File: config.mk
export PLATFORM = sky130hd
export DESIGN_NAME = dpsk_symbol_demod
export DESIGN_NICKNAME = d
export VERILOG_FILES = /design/src/rtl/dpsk_pkg.sv /design/src/rtl/dpsk_capture.sv /design/src/rtl/dpsk_products.sv /design/src/rtl/dpsk_decide.sv /design/src/rtl/dpsk_symbol_demod.sv
export SDC_FILE = /design/constraint.sdc
export NUM_CORES = 1
export LEC_CHECK = 0
export CORE_MARGIN = 2
export CORE_UTILIZATION = 62
export CTS_CLUSTER_DIAMETER = 40
export DETAILED_ROUTE_END_ITERATION = 16
export GPL_TIMING_DRIVEN = 0
export PLACE_DENSITY = 0.81
export SYNTH_ARGS = -nofsm -noshare
export SYNTH_HDL_FRONTEND = slang
export SYNTH_SLANG_ARGS = --single-unit
File: constraint.sdc
create_clock -name clk -period 9.7 [get_ports clk]
set_clock_uncertainty 0.15 [all_clocks]
set_input_delay 1.94 -clock clk [delete_from_list [all_inputs] [get_ports clk]]
set_output_delay 1.94 -clock clk [all_outputs]
set_load 0.005 [all_outputs]
File: src/rtl/dpsk_pkg.sv
`timescale 1ns/1ps
package dpsk_pkg;

   typedef enum logic {
      MOD_BINARY = 1'b0,
      MOD_QUAD   = 1'b1
   } mod_e;

   typedef struct packed {
      logic dot_neg;
      logic cross_neg;
   } sign_pair_t;

   // Gray-ordered dibit: high bit is the dot sign, low bit the inverted cross sign
   function automatic logic [1:0] dibit_of(sign_pair_t s);
      return {s.dot_neg, ~s.cross_neg};
   endfunction

endpackage

File: src/rtl/dpsk_capture.sv
`timescale 1ns/1ps
module dpsk_capture #(
   parameter int SW     = 8,
   parameter bit ROT_HW = 1'b1
) (
   input  logic                 clk,
   input  logic                 rst_n,
   input  logic                 sym_valid,
   input  logic                 burst_start,
   input  logic signed [SW-1:0] sym_i,
   input  logic signed [SW-1:0] sym_q,
   input  dpsk_pkg::mod_e       mode_in,
   input  logic                 rot_en,
   output logic signed [SW:0]   cur_i,
   output logic signed [SW:0]   cur_q,
   output logic signed [SW-1:0] prev_i,
   output logic signed [SW-1:0] prev_q,
   output logic                 s1_vld,
   output dpsk_pkg::mod_e       s1_mode
);
   import dpsk_pkg::*;

   localparam int RW = SW + 1;

   logic signed [RW-1:0] ext_i, ext_q;
   logic signed [RW-1:0] nxt_i, nxt_q;
   logic signed [SW-1:0] ref_i, ref_q;
   logic                 have_ref;

   assign ext_i = {sym_i[SW-1], sym_i};
   assign ext_q = {sym_q[SW-1], sym_q};

   generate
      if (ROT_HW) begin : g_rot
         always_comb begin
            if (mode_in == MOD_QUAD && rot_en) begin
               nxt_i = ext_i + ext_q;
               nxt_q = ext_q - ext_i;
            end else begin
               nxt_i = ext_i;
               nxt_q = ext_q;
            end
         end
      end else begin : g_norot
         assign nxt_i = ext_i;
         assign nxt_q = ext_q;
      end
   endgenerate

   always_ff @(posedge clk or negedge rst_n) begin
      if (!rst_n) begin
         cur_i    <= '0;
         cur_q    <= '0;
         prev_i   <= '0;
         prev_q   <= '0;
         ref_i    <= '0;
         ref_q    <= '0;
         have_ref <= 1'b0;
         s1_vld   <= 1'b0;
         s1_mode  <= MOD_BINARY;
      end else begin
         s1_vld <= sym_valid && !burst_start && have_ref;
         if (sym_valid) begin
            cur_i    <= nxt_i;
            cur_q    <= nxt_q;
            prev_i   <= ref_i;
            prev_q   <= ref_q;
            ref_i    <= sym_i;
            ref_q    <= sym_q;
            have_ref <= 1'b1;
            s1_mode  <= mode_in;
         end
      end
   end

   AST_REF_NEEDS_STROBE: assert property (@(posedge clk) disable iff (!rst_n)
      s1_vld |-> $past(sym_valid && !burst_start));

endmodule

File: src/rtl/dpsk_products.sv
`timescale 1ns/1ps
module dpsk_products #(
   parameter int SW = 8
) (
   input  logic                 clk,
   input  logic                 rst_n,
   input  logic signed [SW:0]   cur_i,
   input  logic signed [SW:0]   cur_q,
   input  logic signed [SW-1:0] prev_i,
   input  logic signed [SW-1:0] prev_q,
   input  logic                 s1_vld,
   input  dpsk_pkg::mod_e       s1_mode,
   output dpsk_pkg::sign_pair_t p_sign,
   output logic                 p_vld,
   output dpsk_pkg::mod_e       p_mode
);
   import dpsk_pkg::*;

   localparam int PW   = 2 * SW + 1;
   localparam int SUMW = PW + 1;

   logic signed [PW-1:0]   m_ii, m_qq, m_qi, m_iq;
   logic signed [SUMW-1:0] dot_v, cross_v;

   assign m_ii = PW'(cur_i) * PW'(prev_i);
   assign m_qq = PW'(cur_q) * PW'(prev_q);
   assign m_qi = PW'(cur_q) * PW'(prev_i);
   assign m_iq = PW'(cur_i) * PW'(prev_q);

   assign dot_v   = SUMW'(m_ii) + SUMW'(m_qq);
   assign cross_v = SUMW'(m_qi) - SUMW'(m_iq);

   always_ff @(posedge clk or negedge rst_n) begin
      if (!rst_n) begin
         p_sign <= '0;
         p_vld  <= 1'b0;
         p_mode <= MOD_BINARY;
      end else begin
         p_vld <= s1_vld;
         if (s1_vld) begin
            p_sign.dot_neg   <= dot_v[SUMW-1];
            p_sign.cross_neg <= cross_v[SUMW-1];
            p_mode           <= s1_mode;
         end
      end
   end

   AST_ZERO_REF_NONNEG: assert property (@(posedge clk) disable iff (!rst_n)
      (s1_vld && prev_i == '0 && prev_q == '0) |=> (p_vld && !p_sign.dot_neg && !p_sign.cross_neg));

endmodule

File: src/rtl/dpsk_decide.sv
`timescale 1ns/1ps
module dpsk_decide #(
   parameter int HALF_SYM = 4
) (
   input  logic                 clk,
   input  logic                 rst_n,
   input  logic                 p_vld,
   input  dpsk_pkg::sign_pair_t p_sign,
   input  dpsk_pkg::mod_e       p_mode,
   output logic                 bit_out,
   output logic [1:0]           pair_out,
   output logic                 rdy_n
);
   import dpsk_pkg::*;

   localparam int CW = $clog2(HALF_SYM);
   localparam logic [CW-1:0] CNT_LOAD = CW'(HALF_SYM - 1);

   logic [1:0]    dibit;
   logic          pend_q;
   logic          lo_q;
   logic [CW-1:0] cnt_q;

   assign dibit = dibit_of(p_sign);

   always_ff @(posedge clk or negedge rst_n) begin
      if (!rst_n) begin
         bit_out  <= 1'b0;
         pair_out <= 2'b00;
         rdy_n    <= 1'b1;
         pend_q   <= 1'b0;
         lo_q     <= 1'b0;
         cnt_q    <= '0;
      end else if (p_vld) begin
         rdy_n <= 1'b0;
         cnt_q <= CNT_LOAD;
         lo_q  <= dibit[0];
         if (p_mode == MOD_QUAD) begin
            bit_out  <= dibit[1];
            pair_out <= dibit;
            pend_q   <= 1'b1;
         end else begin
            bit_out  <= p_sign.dot_neg;
            pair_out <= {p_sign.dot_neg, 1'b0};
            pend_q   <= 1'b0;
         end
      end else if (pend_q) begin
         if (cnt_q == '0) begin
            bit_out <= lo_q;
            rdy_n   <= 1'b0;
            pend_q  <= 1'b0;
         end else begin
            cnt_q <= cnt_q - 1'b1;
            rdy_n <= 1'b1;
         end
      end else begin
         rdy_n <= 1'b1;
      end
   end

   AST_HOLD_WHEN_IDLE: assert property (@(posedge clk) disable iff (!rst_n)
      rdy_n |-> ($stable(bit_out) && $stable(pair_out)));

   AST_FIRST_OF_PAIR_PULSES: assert property (@(posedge clk) disable iff (!rst_n)
      $rose(pend_q) |-> !rdy_n);

   AST_SECOND_BIT_KEEPS_PAIR: assert property (@(posedge clk) disable iff (!rst_n)
      (pend_q && cnt_q == '0 && !p_vld) |=> (!rdy_n && $stable(pair_out) && !pend_q));

endmodule

File: src/rtl/dpsk_symbol_demod.sv
`timescale 1ns/1ps
module dpsk_symbol_demod #(
   parameter int SW       = 8,
   parameter int HALF_SYM = 4,
   parameter bit ROT_HW   = 1'b1
) (
   input  logic          clk,
   input  logic          rst_n,
   input  logic          sym_valid,
   input  logic          burst_start,
   input  logic [SW-1:0] sym_i,
   input  logic [SW-1:0] sym_q,
   input  logic          qpsk_mode,
   input  logic          rot_en,
   output logic          bit_out,
   output logic [1:0]    pair_out,
   output logic          data_rdy_n
);
   import dpsk_pkg::*;

   generate
      if (SW < 2) begin : g_bad_sw
         $error("dpsk_symbol_demod: SW must be at least 2");
      end
      if (HALF_SYM < 2) begin : g_bad_half
         $error("dpsk_symbol_demod: HALF_SYM must be at least 2");
      end
   endgenerate

   logic signed [SW:0]   cur_i, cur_q;
   logic signed [SW-1:0] prev_i, prev_q;
   logic                 s1_vld, p_vld;
   mod_e                 s1_mode, p_mode, mode_in;
   sign_pair_t           p_sign;

   assign mode_in = qpsk_mode ? MOD_QUAD : MOD_BINARY;

   dpsk_capture #(.SW(SW), .ROT_HW(ROT_HW)) u_capture (
      .clk(clk), .rst_n(rst_n),
      .sym_valid(sym_valid), .burst_start(burst_start),
      .sym_i($signed(sym_i)), .sym_q($signed(sym_q)),
      .mode_in(mode_in), .rot_en(rot_en),
      .cur_i(cur_i), .cur_q(cur_q),
      .prev_i(prev_i), .prev_q(prev_q),
      .s1_vld(s1_vld), .s1_mode(s1_mode)
   );

   dpsk_products #(.SW(SW)) u_products (
      .clk(clk), .rst_n(rst_n),
      .cur_i(cur_i), .cur_q(cur_q),
      .prev_i(prev_i), .prev_q(prev_q),
      .s1_vld(s1_vld), .s1_mode(s1_mode),
      .p_sign(p_sign), .p_vld(p_vld), .p_mode(p_mode)
   );

   dpsk_decide #(.HALF_SYM(HALF_SYM)) u_decide (
      .clk(clk), .rst_n(rst_n),
      .p_vld(p_vld), .p_sign(p_sign), .p_mode(p_mode),
      .bit_out(bit_out), .pair_out(pair_out), .rdy_n(data_rdy_n)
   );

   AST_BURST_SUPPRESS: assert property (@(posedge clk) disable iff (!rst_n)
      (sym_valid && burst_start) |=> ##1 !p_vld);

endmodule

---- Word level (Yosys, flattened, before mapping) ----
Index checks and enable logic that the tools add are counted.
cells by class
  multiply operators ...................... 4
  multiplexer cells ....................... 16
  $add $sub $neg .......................... 5
  reductions and logical operators ........ 9
  equal/unequal tests ..................... 1
  bitwise operators ....................... 1
operators by type and width
  cell                                               number
  multiplier 9 x 8 -> 17 bit                         4
  adder 17 x 17 -> 18 bit                            1
  2-to-1 mux 9 bit                                   2
  subtractor 17 x 17 -> 18 bit                       1
  2-to-1 mux 1 bit                                   11
  adder 8 x 8 -> 9 bit                               1
  subtractor 8 x 8 -> 9 bit                          1
  2-to-1 mux 2 bit                                   3
  AND reduction 2 bit                                2
  nonzero test 2 bit                                 2
  logical AND 1 bit                                  3
  zero test 2 bit                                    1
  != test 2 bit (second input constant)              1
  subtractor 2 x 1 -> 2 bit (second input constant)  1
  zero test 1 bit                                    1
  NOT 1 bit                                          1
storage, ports and cells
  bits in registers ....................... 65

---- Logic depth before layout (Yosys ltp) ----
Gate-level depths: netlist (run 1).
  word-level depth ........................ 4
  mapped depth ............................ 24

---- Cells and area by module ----
A second synthesis (run 1) with hierarchy kept.
second synthesis, totals
  cell total of the unflattened synthesis .. 1426
  area total of the unflattened synthesis .. 14146.1 µm²
by module, submodules not included
  module         instances  area each (µm²)  sequential area each (µm²)  cells each
  dpsk_products  1          10979.3          100.1                       1145
  dpsk_capture   1          2815.2           1326.3                      249
  dpsk_decide    1          351.6            201.4                       32

---- Least setup slack after synthesis (run 1) ----
Ideal clock, no wire load.
  path type ............................... register to register
  start point ............................. register u_capture.prev_i[2]
  end point ............................... register u_products.p_sign[1] (netlist name)
  setup slack ............................. 3.868 ns
  data arrival time ....................... 5.555 ns
  stages on the path, launching flop included .. 23
  required time ........................... 9.423 ns
  cells stage by stage .................... dfrtp_1 -> clkbuf_1 -> clkbuf_1 -> nand2_1 -> inv_1 -> fa_1 -> fa_1 -> inv_1 -> fa_1 -> inv_1 -> fa_1 -> inv_1 -> fa_1 -> fa_1 -> inv_1 -> ha_1 -> a221oi_2 -> o21ai_2 -> a211oi_2 -> o21ai_1 -> a211oi_2 -> xnor2_1 -> a21oi_1
between the ends
  word-level cells in the longest chain between the ends .. 2
ends and longest elaborated chain
  item                        line                 RTL
  from (decl)                 dpsk_capture.sv:16   output logic signed [SW-1:0] prev_i,
  from (signal assigned)      dpsk_capture.sv:66   prev_i <= ref_i;
  multiplier 9 x 8 -> 17 bit  dpsk_products.sv:25  assign m_ii = PW'(cur_i) * PW'(prev_i);
  adder 17 x 17 -> 18 bit     dpsk_products.sv:30  assign dot_v = SUMW'(m_ii) + SUMW'(m_qq);
No other way between the ends.
A chain may end at the register's enable or synchronous reset.

---- Worst setup path in the final report (run 1) ----
  start point ............................. register u_capture.prev_i[3]
  end point ............................... register u_products.p_sign[1] (netlist name)
between the ends
  word-level cells in the longest chain between the ends .. 2
ends and longest elaborated chain
  item                        line
  multiplier 9 x 8 -> 17 bit  dpsk_products.sv:25
  adder 17 x 17 -> 18 bit     dpsk_products.sv:30
No other way between the ends.

==> flow_summary.toml, run 1 <==
[outcome]
status = "complete, no violations"

[clock_network]
cts_tree = "done"
insertion_delay_ps = 320
cts_sinks = 65
cts_hold_buffers = 0
numCtsBuffers = 9
post-cts-setup-buffer-count = 0
cts_root_buf = "clkbuf_16"
clk_pin_slew_worst_paths_ps = 60
cts_resized = 0
cts.htree.levels = 3
clock_path_buffers = 2

[setup_path]
path_depth = 21
crit_fanout = 10
cpLargestDelayFamily = "adder cells"
worst_setup_path_end_kind = "flop"
crit_chain = "clkbuf_1 > clkbuf_1 > and2_1 > fa_1 > fa_1 > inv_1 > fa_1 > inv_1 > fa_1 > inv_1 > fa_1 > fa_1 > inv_1 > ha_1 > a221oi_2 > o21ai_2 > a211oi_2 > o21ai_1 > a211oi_2 > xnor2_1 > a21oi_1"
path_class = "reg -> reg"
cp.required_ps = 9750
cpMaxStageDelayCell = "clkbuf_1"
reg2reg_depth = 21
slowest_delay_ps = 640
path_buf_inv = 6
crit_arrival_ps = 7350
startpoint_type = "flop"
worst_path_most_repeated_cell = "fa_1"

[place]
port_buffers = 24
place_congestion = 0.901
dp_cells = 1741
place_area_mm2 = 0.0146
post-dp-hpwl_um = 25500

[timing]
fmax_mhz = 137
final-max-slew-violation-count = 0
hold_violations = 0
fin_crit_sh = 0.753
rsz0062_at_grt = "no"
setup_tns_ps = 0
slew_headroom = 0.452
setup_viol_count_final = 0
fin_crit_ps = 7300
tightest_slew_ps = 822

[yosys]
synth_nets = 1887
async_flop_share = 1.00
synth_ff_type = "dfrtp_1"
synth_edf_count = 0
synthCells = 1431
synthTopCellsByArea = "fa_1 44%, dfrtp_1 11%, ha_1 11%"
yosysSeqAreaShare = 0.116
synth-seq-cells = 65
synth.distinct_cells = 46
synth_top_area_cell = "fa_1"
mappedNetlistArea_mm2 = 0.0140
yosysWarnings = 0
synth.top_cell.area_share = 0.438
syn_area_per_cell_um2 = 9.80

[route]
post_drt_via_cell_ratio = 5.53
routedWlPerCell_um = 18.3
drt_iter0_markers = 721
ant_nets = 0
postRouteWirelength_um = 32200
drc = 0
dr.pass1.iters = 5
dr_total_vias = 9722

[global_routing]
grt_usage = 0.297
antenna_found_initial = 0
use_met2 = 0.496
grt_pass1_vias = 10800
grt_max_degree = 42
use_met1 = 0.399
top_usage_layer = "met2"
grt_overflow = 0
grt_pass1_wl_um = 54900
use_met3 = 0.0532

[layout]
drive_gt1_frac = 0.0408
layout_common_cells = "358 x inv_1, 307 x fa_1, 161 x and2_1"
postLayoutCellArea_mm2 = 0.0149
fillers = 1779
layout_commonest_cell = "inv_1"
final_util = 0.665
antenna_cells = 0
area_delta_synth_final_pct = 6.38
finalNetCount = 1923
instances_no_fill = 1757

[min_path]
worstHoldPathCells = 1
hp-class = "reg -> reg"

[floorplan]
rows = 55
die_area_mm2 = 0.0238
initial_core_util = 0.625
core_area_mm2 = 0.0224
die_w_um = 154
die_h_um = 154
io_pins = 26

[job]
maxCapViolCount = 0
layer usage:
| metal | routed length, um | up-vias |
|---|---|---|
| met2 | 15600 | 422 |
| li1 | - | 4283 |
| met3 | 2600 | 90 |
| met5 | 0 | - |
| met4 | 1300 | 0 |
| met1 | 12700 | 4927 |
sequential cells by signal, indices dropped and copies added (netlist names), 2 cells and up:
name and flops:
u_capture.cur_i 9, u_capture.cur_q 9, u_capture.prev_i 8, u_capture.prev_q 8, u_capture.ref_i 8, u_capture.ref_q 8
u_decide.cnt_q 2, u_decide.pair_out 2, u_products.p_sign 2
cells in the mapped netlist, types with 14 or more instances:
library cell  number
nand2b_1          14
o21ai_0           25
mux2_2            34
a21oi_1           31
nand2_1          114
ha_1             127
inv_1            358
dfrtp_1           64
nor2_1            48
xnor2_1           32
fa_1             307
clkbuf_1          51
and2_1           161
cell families after synthesis:
group	synth area share
fa+ha+maj	0.552
buf+inv	0.110
simple gates	0.130
compound gates	0.0399
flops	0.116
xor+xnor	0.0231
mux	0.0287
final timing paths:
path / from / to / slack (ps)
worst max register to register: u_capture.prev_i[3] / u_products.p_sign[1] / 2400
max in group asynchronous: rst_n / u_capture.cur_i[3] / 7330
worst min-delay path: u_decide.pend_q / u_decide.rdy_n / 280
worst max-delay path: u_capture.prev_i[3] / u_products.p_sign[1] / 2400
worst min register to register: u_decide.pend_q / u_decide.rdy_n / 280
min in group asynchronous: rst_n / u_decide.pend_q / 1450
area by class of cell:
cell class | count | area [um2] | area share
Multi-Input combinational cell | 954 | 10800 | 0.727
Sequential cell | 65 | 1630 | 0.109
Inverter | 358 | 1340 | 0.0901
Tap cell | 285 | 357 | 0.0239
Timing Repair Buffer | 25 | 255 | 0.0171
Clock buffer | 11 | 243 | 0.0163
Buffer | 54 | 203 | 0.0136
Clock inverter | 5 | 40.0 | 0.00268
metrics by stage:
stage	hold WS [ps]	setup slack, ps
global placement	272	2520
floorplan	258	3870
finish	283	2400
detailed placement	276	2460
CTS	286	2430
global route	320	2080
worst register-to-register path, stage by stage, from the launching register on:
cell	delay, ps
dfrtp_1	320
clkbuf_1	580
clkbuf_1	650
and2_1	250
fa_1	540
fa_1	620
inv_1	90
fa_1	500
inv_1	50
fa_1	530
inv_1	50
fa_1	450
fa_1	490
inv_1	40
ha_1	330
a221oi_2	310
o21ai_2	130
a211oi_2	200
o21ai_1	160
a211oi_2	350
xnor2_1	250
a21oi_1	120
Power of run 1 is left out: the tool's default activity adds up to more than one toggle a clock period on the data nets, which glitch-free logic cannot reach.
==> inputs of run 2 (changes only) <==
==> constraint.sdc (replaced) <==
create_clock -name clk -period 7.55 [get_ports clk]
set_clock_uncertainty 0.15 [all_clocks]
set_input_delay 1.51 -clock clk [delete_from_list [all_inputs] [get_ports clk]]
set_output_delay 1.51 -clock clk [all_outputs]
set_load 0.005 [all_outputs]
==> flow_summary.toml, run 2 (synthesis results as in run 1) <==
[outcome]
status = "complete, no violations"

[setup_path]
startpoint_type = "flop"
worst_setup_path_end_kind = "flop"
path_class = "reg -> reg"
crit_fanout = 11
crit_arrival_ps = 7150
cp.required_ps = 7600

[route]
dr_total_vias = 9757
post_drt_via_cell_ratio = 5.55
drc = 0
drt_iter0_markers = 732
dr.pass1.iters = 6
postRouteWirelength_um = 32300
routedWlPerCell_um = 18.4
ant_nets = 0

[clock_network]
clock_path_buffers = 2
cts_tree = "done"
clk_pin_slew_worst_paths_ps = 60
numCtsBuffers = 9
cts_root_buf = "clkbuf_16"
insertion_delay_ps = 330
post-cts-setup-buffer-count = 0
cts_sinks = 65
cts.htree.levels = 3

[layout]
finalNetCount = 1923
instances_no_fill = 1757
seq_area_mm2 = 0.00163
layout_common_cells = "358 x inv_1, 307 x fa_1, 161 x and2_1"
area_delta_synth_final_pct = 6.41
multi_input_area_mm2 = 0.0108
drive_gt1_frac = 0.0428
largestRegisters = "u_capture.cur_i x9, u_capture.cur_q x9"
fillers = 1778
layout_commonest_cell = "inv_1"
antenna_cells = 0

[global_routing]
grt_pass1_vias = 10800
grt_pass1_wl_um = 54900
antenna_found_initial = 0
grt_max_degree = 42
grt_overflow = 0
grt_usage = 0.297

[timing]
rsz0062_at_grt = "no"
fin_crit_sh = 0.940
slew_headroom = 0.438
tightest_slew_ps = 843
fin_crit_ps = 7100
hold_violations = 0
final-max-slew-violation-count = 0
setup_viol_count_final = 0
fmax_mhz = 141
setup_tns_ps = 0

[floorplan]
rows = 55
die_w_um = 154
initial_core_util = 0.625
io_pins = 26
core_area_mm2 = 0.0224
die_h_um = 154
die_area_mm2 = 0.0238

[min_path]
hp-class = "reg -> reg"

[place]
place_congestion = 0.901
port_buffers = 24
post-dp-hpwl_um = 25500
dp_cells = 1741

[job]
maxCapViolCount = 0
run 2: worst max-delay path: stages (launching register included):
cell	delay, ps
dfrtp_1	520
inv_1	300
clkbuf_1	670
nor2_1	170
fa_1	570
inv_1	80
fa_1	560
inv_1	70
fa_1	490
fa_1	500
inv_1	50
fa_1	450
fa_1	490
inv_1	40
ha_1	330
a221oi_2	310
o21ai_2	130
a211oi_2	200
o21ai_1	160
a211oi_2	350
xnor2_1	250
a21oi_1	120
run 2: final cells by class:
cell class | instances | area share
tap | 285 | 0.0239
buffer | 54 | 0.0138
inverter | 358 | 0.0901
timing repair buffer | 25 | 0.0171
sequential | 65 | 0.109
clock buffer | 11 | 0.0163
multi-input combinational | 954 | 0.727
clock inverter | 5 | 0.00268
run 2: path summary, 6_finish.rpt:
check / startpoint / to / slack [ps] / depth (start not counted)
max in group asynchronous: rst_n / u_capture.prev_q[0] / 5610 / 2
hold reg to reg: u_decide.pend_q / u_decide.rdy_n / 280 / 1
setup / recovery: u_capture.prev_i[7] / u_products.p_sign[1] / 450 / 21
setup reg to reg: u_capture.prev_i[7] / u_products.p_sign[1] / 450 / 21
min in group asynchronous: rst_n / u_decide.pend_q / 1020 / 1
hold / removal: u_decide.pend_q / u_decide.rdy_n / 280 / 1
run 2: timing repair:
item / in CTS / in global routing
endpoints found under the setup margin: 0 / 1
gates resized for setup: 0 / 6
hold buffers: 0 / 0
run 2: through the flow:
| stage | hold WS, ps | setup WS (ps) | area [um2] | utilization |
|---|---|---|---|---|
| floorplan | 258 | 1720 | 14000 | - |
| global placement | 272 | 370 | 14600 | 0.651 |
| detailed placement | 276 | 306 | 14600 | 0.652 |
| CTS | 286 | 279 | 14900 | 0.665 |
| global route | 320 | 107 | 14900 | 0.665 |
| finish | 283 | 452 | 14900 | 0.665 |
run 2: routing by layer:
metal  vias up  GRT usage  part of all wire
met2       416      0.496              0.48
met4         0     0.0983             0.041
li1       4285          -                 -
met5         -          0                 0
met1      4964      0.399              0.40
met3        92     0.0532             0.080
Power of run 2 is left out for the same reason.
